`config.mk`:
```
export PLATFORM = sky130hd
export DESIGN_NAME = pdhold_unit
export DESIGN_NICKNAME = d
export VERILOG_FILES = /design/src/rtl/pdh_pkg.sv /design/src/rtl/pdh_rst_sync.sv /design/src/rtl/pdh_ctrl.sv /design/src/rtl/pdh_hold.sv /design/src/rtl/pdh_core.sv /design/src/rtl/pdhold_unit.sv
export SDC_FILE = /design/constraint.sdc
export NUM_CORES = 1
export LEC_CHECK = 0
export CORE_MARGIN = 10
export CORE_UTILIZATION = 42
export CTS_BUF_LIST = sky130_fd_sc_hd__clkbuf_2 sky130_fd_sc_hd__clkbuf_4 sky130_fd_sc_hd__clkbuf_8
export CTS_CLUSTER_DIAMETER = 100
export DETAILED_ROUTE_END_ITERATION = 7
export PLACE_DENSITY = 0.78
export RECOVER_POWER = 100
export SLEW_MARGIN = 0
export SYNTH_ARGS = -nofsm -noshare
export SYNTH_HDL_FRONTEND = slang
export SYNTH_SLANG_ARGS = --single-unit
```
`constraint.sdc`:
```
create_clock -name clk -period 1.1 [get_ports clk]
set_clock_uncertainty 0.1 [all_clocks]
set_input_delay 0.165 -clock clk [delete_from_list [all_inputs] [get_ports clk]]
set_output_delay 0.165 -clock clk [all_outputs]
set_load 0.02 [all_outputs]
```
`src/rtl/pdh_pkg.sv`:
```
package pdh_pkg;

  // Control bundle passed from the power-down controller to the datapath.
  typedef struct packed {
    logic cfg;    // captured role of the shared pin (1: power-down request)
    logic act;    // power-down requested at this edge
    logic wake;   // power-down was requested at the previous edge
    logic ce;     // clock enable for all held state
  } pdh_ctrl_t;

endpackage

```
`src/rtl/pdh_rst_sync.sv`:
```
module pdh_rst_sync #(
  parameter int STAGES = 2
) (
  input  logic clk,
  input  logic rst_n,
  output logic rst_n_s
);

  logic [STAGES-1:0] chain;

  always_ff @(posedge clk or negedge rst_n) begin
    if (!rst_n) chain <= '0;
    else        chain <= {chain[STAGES-2:0], 1'b1};
  end

  assign rst_n_s = chain[STAGES-1];

endmodule

```
`src/rtl/pdh_ctrl.sv`:
```
module pdh_ctrl
  import pdh_pkg::*;
(
  input  logic      clk,
  input  logic      rst_n_s,
  input  logic      cfg_pd_en,
  input  logic      pd_pin,
  output pdh_ctrl_t ctl,
  output logic      shared_bit
);

  logic cfg_q;
  logic cfg_d;
  logic wake_q;
  logic wake_d;
  logic act;

  // The role register is loaded only while reset holds, so it has no reset.
  always_comb begin
    cfg_d = rst_n_s ? cfg_q : cfg_pd_en;
  end

  always_ff @(posedge clk) begin
    cfg_q <= cfg_d;
  end

  assign act = cfg_q & pd_pin;

  always_comb begin
    wake_d = act;
  end

  always_ff @(posedge clk or negedge rst_n_s) begin
    if (!rst_n_s) wake_q <= 1'b0;
    else          wake_q <= wake_d;
  end

  assign ctl.cfg  = cfg_q;
  assign ctl.act  = act;
  assign ctl.wake = wake_q;
  assign ctl.ce   = ~act & ~wake_q;

  // The shared pin feeds the array only in its data role.
  assign shared_bit = cfg_q ? 1'b0 : pd_pin;

  AST_CFG_STABLE: assert property (@(posedge clk) disable iff (!rst_n_s)
    rst_n_s |=> $stable(cfg_q));

endmodule

```
`src/rtl/pdh_hold.sv`:
```
module pdh_hold #(
  parameter int DW = 8,
  localparam int SW = DW + 1
) (
  input  logic          clk,
  input  logic          rst_n_s,
  input  logic          ce,
  input  logic          cfg,
  input  logic          shared_bit,
  input  logic [DW-1:0] din,
  input  logic [SW-1:0] oe_in,
  output logic [SW-1:0] hold_q,
  output logic [SW-1:0] oe_q
);

  logic [SW-1:0] hold_d;
  logic [SW-1:0] oe_d;

  always_comb begin
    hold_d = hold_q;
    oe_d   = oe_q;
    if (ce) begin
      hold_d = {shared_bit, din};
      oe_d   = oe_in;
    end
  end

  always_ff @(posedge clk or negedge rst_n_s) begin
    if (!rst_n_s) begin
      hold_q <= '0;
      oe_q   <= '0;
    end else begin
      hold_q <= hold_d;
      oe_q   <= oe_d;
    end
  end

  AST_OE_FROZEN: assert property (@(posedge clk) disable iff (!rst_n_s)
    !ce |=> $stable(oe_q));

  AST_NO_SHARED_FEED: assert property (@(posedge clk) disable iff (!rst_n_s)
    cfg |-> !hold_q[SW-1]);

endmodule

```
`src/rtl/pdh_core.sv`:
```
module pdh_core #(
  parameter int            SW       = 9,
  parameter logic [SW-1:0] POL_MASK = '0
) (
  input  logic          clk,
  input  logic          rst_n_s,
  input  logic          ce,
  input  logic [SW-1:0] hold_q,
  output logic [SW-1:0] reg_out,
  output logic [SW-1:0] comb_out
);

  logic [SW-1:0] st_q;
  logic [SW-1:0] st_d;
  logic [SW-1:0] rot;

  // Rotate left by one bit, built per bit.
  for (genvar i = 0; i < SW; i++) begin : g_rot
    if (i == 0) begin : g_wrap
      assign rot[i] = st_q[SW-1];
    end else begin : g_mid
      assign rot[i] = st_q[i-1];
    end
  end

  always_comb begin
    st_d = st_q;
    if (ce) st_d = rot ^ hold_q;
  end

  always_ff @(posedge clk or negedge rst_n_s) begin
    if (!rst_n_s) st_q <= '0;
    else          st_q <= st_d;
  end

  assign reg_out  = st_q ^ POL_MASK;
  assign comb_out = hold_q ^ st_q;

  AST_STATE_FROZEN: assert property (@(posedge clk) disable iff (!rst_n_s)
    !ce |=> $stable(st_q));

endmodule

```
`src/rtl/pdhold_unit.sv`:
```
module pdhold_unit
  import pdh_pkg::*;
#(
  parameter int            DW       = 8,
  localparam int           SW       = DW + 1,
  parameter logic [SW-1:0] POL_MASK = 9'h0A5
) (
  input  logic          clk,
  input  logic          rst_n,
  input  logic          cfg_pd_en,
  input  logic          pd_pin,
  input  logic [DW-1:0] din,
  input  logic [SW-1:0] oe_in,
  output logic [SW-1:0] reg_out,
  output logic [SW-1:0] comb_out,
  output logic [SW-1:0] out_oe
);

  logic          rst_n_s;
  pdh_ctrl_t     ctl;
  logic          shared_bit;
  logic [SW-1:0] hold_q;

  pdh_rst_sync #(.STAGES(2)) u_rst (
    .clk     (clk),
    .rst_n   (rst_n),
    .rst_n_s (rst_n_s)
  );

  pdh_ctrl u_ctrl (
    .clk        (clk),
    .rst_n_s    (rst_n_s),
    .cfg_pd_en  (cfg_pd_en),
    .pd_pin     (pd_pin),
    .ctl        (ctl),
    .shared_bit (shared_bit)
  );

  pdh_hold #(.DW(DW)) u_hold (
    .clk        (clk),
    .rst_n_s    (rst_n_s),
    .ce         (ctl.ce),
    .cfg        (ctl.cfg),
    .shared_bit (shared_bit),
    .din        (din),
    .oe_in      (oe_in),
    .hold_q     (hold_q),
    .oe_q       (out_oe)
  );

  pdh_core #(.SW(SW), .POL_MASK(POL_MASK)) u_core (
    .clk      (clk),
    .rst_n_s  (rst_n_s),
    .ce       (ctl.ce),
    .hold_q   (hold_q),
    .reg_out  (reg_out),
    .comb_out (comb_out)
  );

  AST_WAKE_REFUSED: assert property (@(posedge clk) disable iff (!rst_n_s)
    ctl.wake |=> ($stable(reg_out) && $stable(comb_out) && $stable(out_oe)));

  AST_PD_OUTPUTS_HELD: assert property (@(posedge clk) disable iff (!rst_n_s)
    ctl.act |=> ($stable(reg_out) && $stable(comb_out)));

endmodule

```
-- Yosys cells after proc, flatten, opt, wreduce, memory -nomap -nowiden
Index checks and enable logic that the tools add are counted.
- flip-flop bits (word level): 31
- bits of input ports: 21
- output and inout port bits: 27
- logic and storage cells: 14
- multiplexer cells: 1
- bitwise logic cells: 7
- operators by type and width (cell ; count):
    XOR 9 bit ; 2
    inverter 4 bit ; 1
    AND 1 bit ; 2
    inverter 1 bit ; 2
    2-to-1 mux 1 bit ; 1

-- Logic depth before layout (Yosys ltp)
- depth after elaboration: 3
- depth in mapped cells: 3
- mapped depth without buffers: 2

-- Hierarchy
A second synthesis with hierarchy kept.
- cell total of the unflattened synthesis: 106
- area total of the unflattened synthesis: 1443.9 um2
- modules (own cells, without submodules) (module ; instances ; cells each ; area each (um2)):
    pdh_hold ; 1 ; 38 ; 721.9
    pdh_core ; 1 ; 56 ; 565.5
    pdh_ctrl ; 1 ; 9 ; 102.6
    pdh_rst_sync ; 1 ; 3 ; 53.8

-- Worst setup path after synthesis
Ideal clock, no wire load.
- path kind: register to register
- start point: reg u_ctrl.cfg_q
- end point: reg u_core.st_q[1]
- data arrival time: 1.187 ns
- path slack: -0.312 ns
- cell stages (with the launch flop): 4
- path buffers: 1
- clock period less this slack: 1.412 ns
- cells stage by stage: edfxtp_1 a21oi_4 buf_12 mux2_4
- longest elaborated chain between the ends: 3
- RTL lines (element ; RTL line ; text):
    from (decl) ; pdh_ctrl.sv:12 ; logic cfg_q;
    from (signal assigned) ; pdh_ctrl.sv:24 ; cfg_q <= cfg_d;
    AND 1 bit ; pdh_ctrl.sv:27 ; assign act = cfg_q & pd_pin;
    inverter 1 bit ; pdh_ctrl.sv:41 ; assign ctl.ce = ~act & ~wake_q;
    AND 1 bit ; pdh_ctrl.sv:41 ;
    to (signal assigned) ; pdh_core.sv:33 ; else st_q <= st_d;
    to (decl) ; pdh_core.sv:13 ; logic [SW-1:0] st_q;
Every way passes these cells.
A chain may end at the register's enable or synchronous reset.

-- Worst setup path after layout
- start point: reg u_ctrl.cfg_q
- end point: reg u_core.st_q[8]
Same word-level chain as after synthesis.

==> impl.org <==
** Global route
- For this run, global-route usage on met3 was measured as 6.26%.
- The number of antenna violations at the first check in global routing was 0.
- Global routing consumed, on the met2 layer, 17.4% of the routing resources.
- Entering global routing, the biggest net connects 29 pins.
- The first global-routing pass estimated approximately 5600 um of wire.
- Across every metal layer, demand over resource in global routing totals between 10 and 15%.
- The global routing stage identified its most utilized layer as met2.
- Overflow left after global routing :: 0
- For this run, global-route usage on met1 was measured as between 10 and 15%.
- Via count of the first global-routing pass :: 1,161

** Status
- The run finished, with violations left.
- Violated checks :: negative setup slack

** Logic synthesis
- The most common cell in the synthesized netlist is dfrtp_1.
- Summed over its instances, the top area cell type makes up a little over half of the synthesized netlist area.
- Cell Area, Synth :: 1420 sq um
- Cells taking the most area after synthesis :: dfrtp_1, mux2_4, xor2_1
- For this run, the register share of the synthesized area comes to between 50% and 60%.
- Counting flops with a built-in enable in the synthesized netlist gives 1.
- Yosys reg bits :: 31
- Biggest area consumer among synthesized cells :: dfrtp_1
- The number of different library cells used by synthesis comes to 15.
- Primary FF master, synth :: dfrtp_1
- After synthesis, the mean cell area works out to ~15 sq um.
- Number of warnings reported in the yosys synthesis log :: 0
- The cell count after synthesis came out at 92.
- Net count after synthesis :: around 110
- Fraction of registers with async set/reset :: between 90% and 100%
- The commonest cells after synthesis are dfrtp_1, mux2_4, xor2_1.

** Critical path
- In this run the worst setup path begins at u_ctrl.cfg_q.
- Combined buffer and inverter count along the critical path :: 2
- Among all stages on the critical path, the largest delay is contributed by edfxtp_1.
- In this run the worst setup path terminates at u_core.st_q[8].
- Walking the worst path, the cells encountered are a21oi_4 > buf_12 > clkbuf_16 > mux2_4.
- Setup slack on the worst reg-to-reg path comes out at -0.31 ns.
- Type of origin of the critical path :: flop
- Worst Setup End Kind :: flop
- In this run the number of cells on the critical path is 4.
- In this run the critical register-to-register path is launched from u_ctrl.cfg_q.
- Endpoint of the most critical register-to-register path :: u_core.st_q[8]
- Critical path arrival :: 1.54 ns
- Critical path data required time :: about 1.2 ns
- Along the worst path, the maximum fanout reaches 7.
- Broken down by cell family, the worst path's largest delay share belongs to flip-flops.
- Register-to-Register Path Depth :: 4
- On the worst path, the slowest cell contributes a delay of ~0.44 ns.
- The worst setup path is of the reg2reg kind.

** Clocking
- Clk slew on worst S/H paths :: around 0.11 ns
- Clock Sink Count :: 31
- The clock passes through at most 2 buffers.
- At the later pin of the worst-skew pair, clock insertion delay measures between 0.3 and 0.4 ns.
- # H-tree levels :: 2
- TritonCTS built the clock tree.
- Buffers inserted during clock tree synthesis total 5.
- CTS root buffer :: clkbuf_4

** Drt
- After the first detailed-routing iteration, the DRC count stood at 51.
- Routed vias :: about 1,000
- DRT Pass-1 Iters :: 4
- After detailed routing, the total wire length is around 3600 um.
- The count of nets left with antenna violations once routing finished came out at 0.
- Routed length per instance :: ~15 um
- Vias per inst :: 4.36
- Total DRC errors in the routed layout :: 0

** Timing
- Once routing completed, OpenROAD measured the worst setup slack at -0.311 ns.
- Max-slew headroom :: just under 60%
- Finish-stage setup viols :: 53
- The worst path uses 128% of the clock period.
- For the finished layout, the period the worst path requires is roughly 1.4 ns.
- Slew at the pin closest to its max-slew limit :: approximately 0.63 ns
- Hold Vio Cnt, Final :: 0
- The final-report max-slew violation count is 0.
- Setup repair after global routing could not meet its margin everywhere.
- Based on the critical path, the design can be clocked at up to 0.709 GHz.
- Hold WS :: 0.262 ns

** Pwr
- Static leakage :: between 0.001 and 0.0015 uW
- IR analysis of the VDD net gives a maximum drop of 1.54 mV.
- Internal power component :: approximately 4000 uW
- Net switching is between 30% and 40% of the power.
- Relative contribution of the clock network to total power :: 15.9%
- Part of the total power dissipated in sequential elements :: between 20 and 30%
- Of the total power, combinational logic draws 57.0%.
- The analysis attributes to net switching a power of 2030 uW.
- Pwr Density :: around 2400 nW/um^2
- Total power after layout :: approximately 6000 uW

** Placed design
- Dpl ws :: -0.537 ns
- Final RePlAce weighted congestion :: between 0.6 and 0.7
- Buffers placed on the I/O ports in this run total 47.
- Detailed placement ended at an HPWL of approximately 2400 um.
- Dpl cell area :: 2120 sq um

** Cells and area
- Layout cell share with drive strength beyond 1 :: between 60 and 70%
- With fillers left out, the area of the finished cells amounts to 2510 sq um.
- Post-layout net count :: 213
- Layout overhead on the synthesized area :: 76.0%
- Antenna diode count :: 0

** Die
- For this configuration, the core starts out at a cell density of between 40% and 50%.
- The die is between 70 and 80 um tall.
- For this design the top-level I/O count stands at between 40 and 50.
- Floorplan core area :: around 3300 sq um
- Die width :: just under 80 um
- Area enclosed by the die boundary :: about 6100 sq um
- The initialized floorplan defines 21 standard-cell rows.

** Worst hold path
- The tightest min-delay check is of the reg2reg type.
- In this run the most critical hold path is launched from u_rst.chain[0].

** Flow run
- Max capacitance violation total :: 0
-- logic make-up (layout without fill, tap and decap cells) --
| family | count (synthesis) | after routing | synth area share [%] |
|---|---|---|---|
| AO/OA/AOI/OAI | 2 | 2 | 1.85 |
| multiplexers | 26 | 26 | 24.4 |
| AND/OR/NAND/NOR | 2 | 2 | 0.791 |
| XOR/XNOR | 18 | 18 | 11.1 |
| other | 1 | 1 | 0.263 |
| buffers and inverters | 12 | 113 | 6.77 |
| flip-flops | 31 | 31 | 54.8 |
-- area by class of cell --
type / count / area [sq um]
multi-input cells: 49 / 569
fillers: 241 / 805
clock inverters: 2 / 35.0
repair buffers: 100 / 982
flip-flops and latches: 31 / 785
clock buffers: 6 / 51.3
well taps: 46 / 57.6
inverters: 5 / 26.3
-- worst min-delay path by stage --
stage	end	slack, ns	depth (start not counted)
2_1_floorplan	u_rst.chain[0]	-0.23	0
3_3_place_gp	u_hold.oe_q[5]	0.23	1
3_5_place_dp	u_rst.chain[0]	0.24	1
4_1_cts	u_core.st_q[8]	0.23	1
5_1_grt	u_rst.chain[1]	0.28	0
6_report	u_rst.chain[1]	0.26	0
-- metrics by stage --
step / std cells / utilization [%] / setup TNS (ns)
after floorplan: 92 / - / -6.76
after global placement: 207 / 64.1 / -18.03
after detailed placement: 207 / 64.1 / -19.06
after CTS: 230 / 70.8 / -10.52
after global routing: 239 / 75.7 / -13.83
final: 239 / 75.7 / -11.52
-- state kept, by name, summed over array words and instances, names as in the netlist --
register,flops
u_ctrl.wake_q,1
u_rst.chain,2
u_hold.hold_q,9
u_ctrl.cfg_q,1
u_core.st_q,9
u_hold.oe_q,9
-- power by group through the flow --
stage / Combinational, uW / Sequential [uW] / Clock, uW
floorplan: 1330 / 1720 / 0
global route: 3650 / 1650 / 1020
finish: 3410 / 1620 / 950
global placement: 2790 / 1600 / 0
detailed placement: 2830 / 1620 / 0
CTS: 3110 / 1630 / 975
-- routing by layer --
layer / wire, um / vias to the layer above / share of wire, %
li1: - / 498 / -
met1: 1540 / 501 / 42
met2: 1740 / 38 / 48
met3: 312 / 4 / 8.6
met4: 38 / 0 / 1.0
met5: 0 / - / 0
-- cells in the final DEF, fill, tap and decap left out, types with 2 or more instances in the layout --
cell type,count
buf_4,44
buf_6,29
dfrtp_1,29
mux2_4,22
clkdlybuf4s50_1,18
xor2_1,14
clkbuf_4,5
xnor2_1,4
mux2i_1,4
inv_4,3
dlygate4sd3_1,3
buf_12,3
clkbuf_16,2
-- repair_timing --
| item | in CTS | in global routing |
|---|---|---|
| pin swaps | 4 | 4 |
| setup buffers | 14 | 7 |
| gates cloned | 0 | 2 |
| hold buffers | 1 | 0 |
| hold endpoints to repair | 2 | 0 |
| resized for setup | 163 | 14 |
| endpoints found under the setup margin | 53 | 53 |
(Power assumes the default switching activity.)
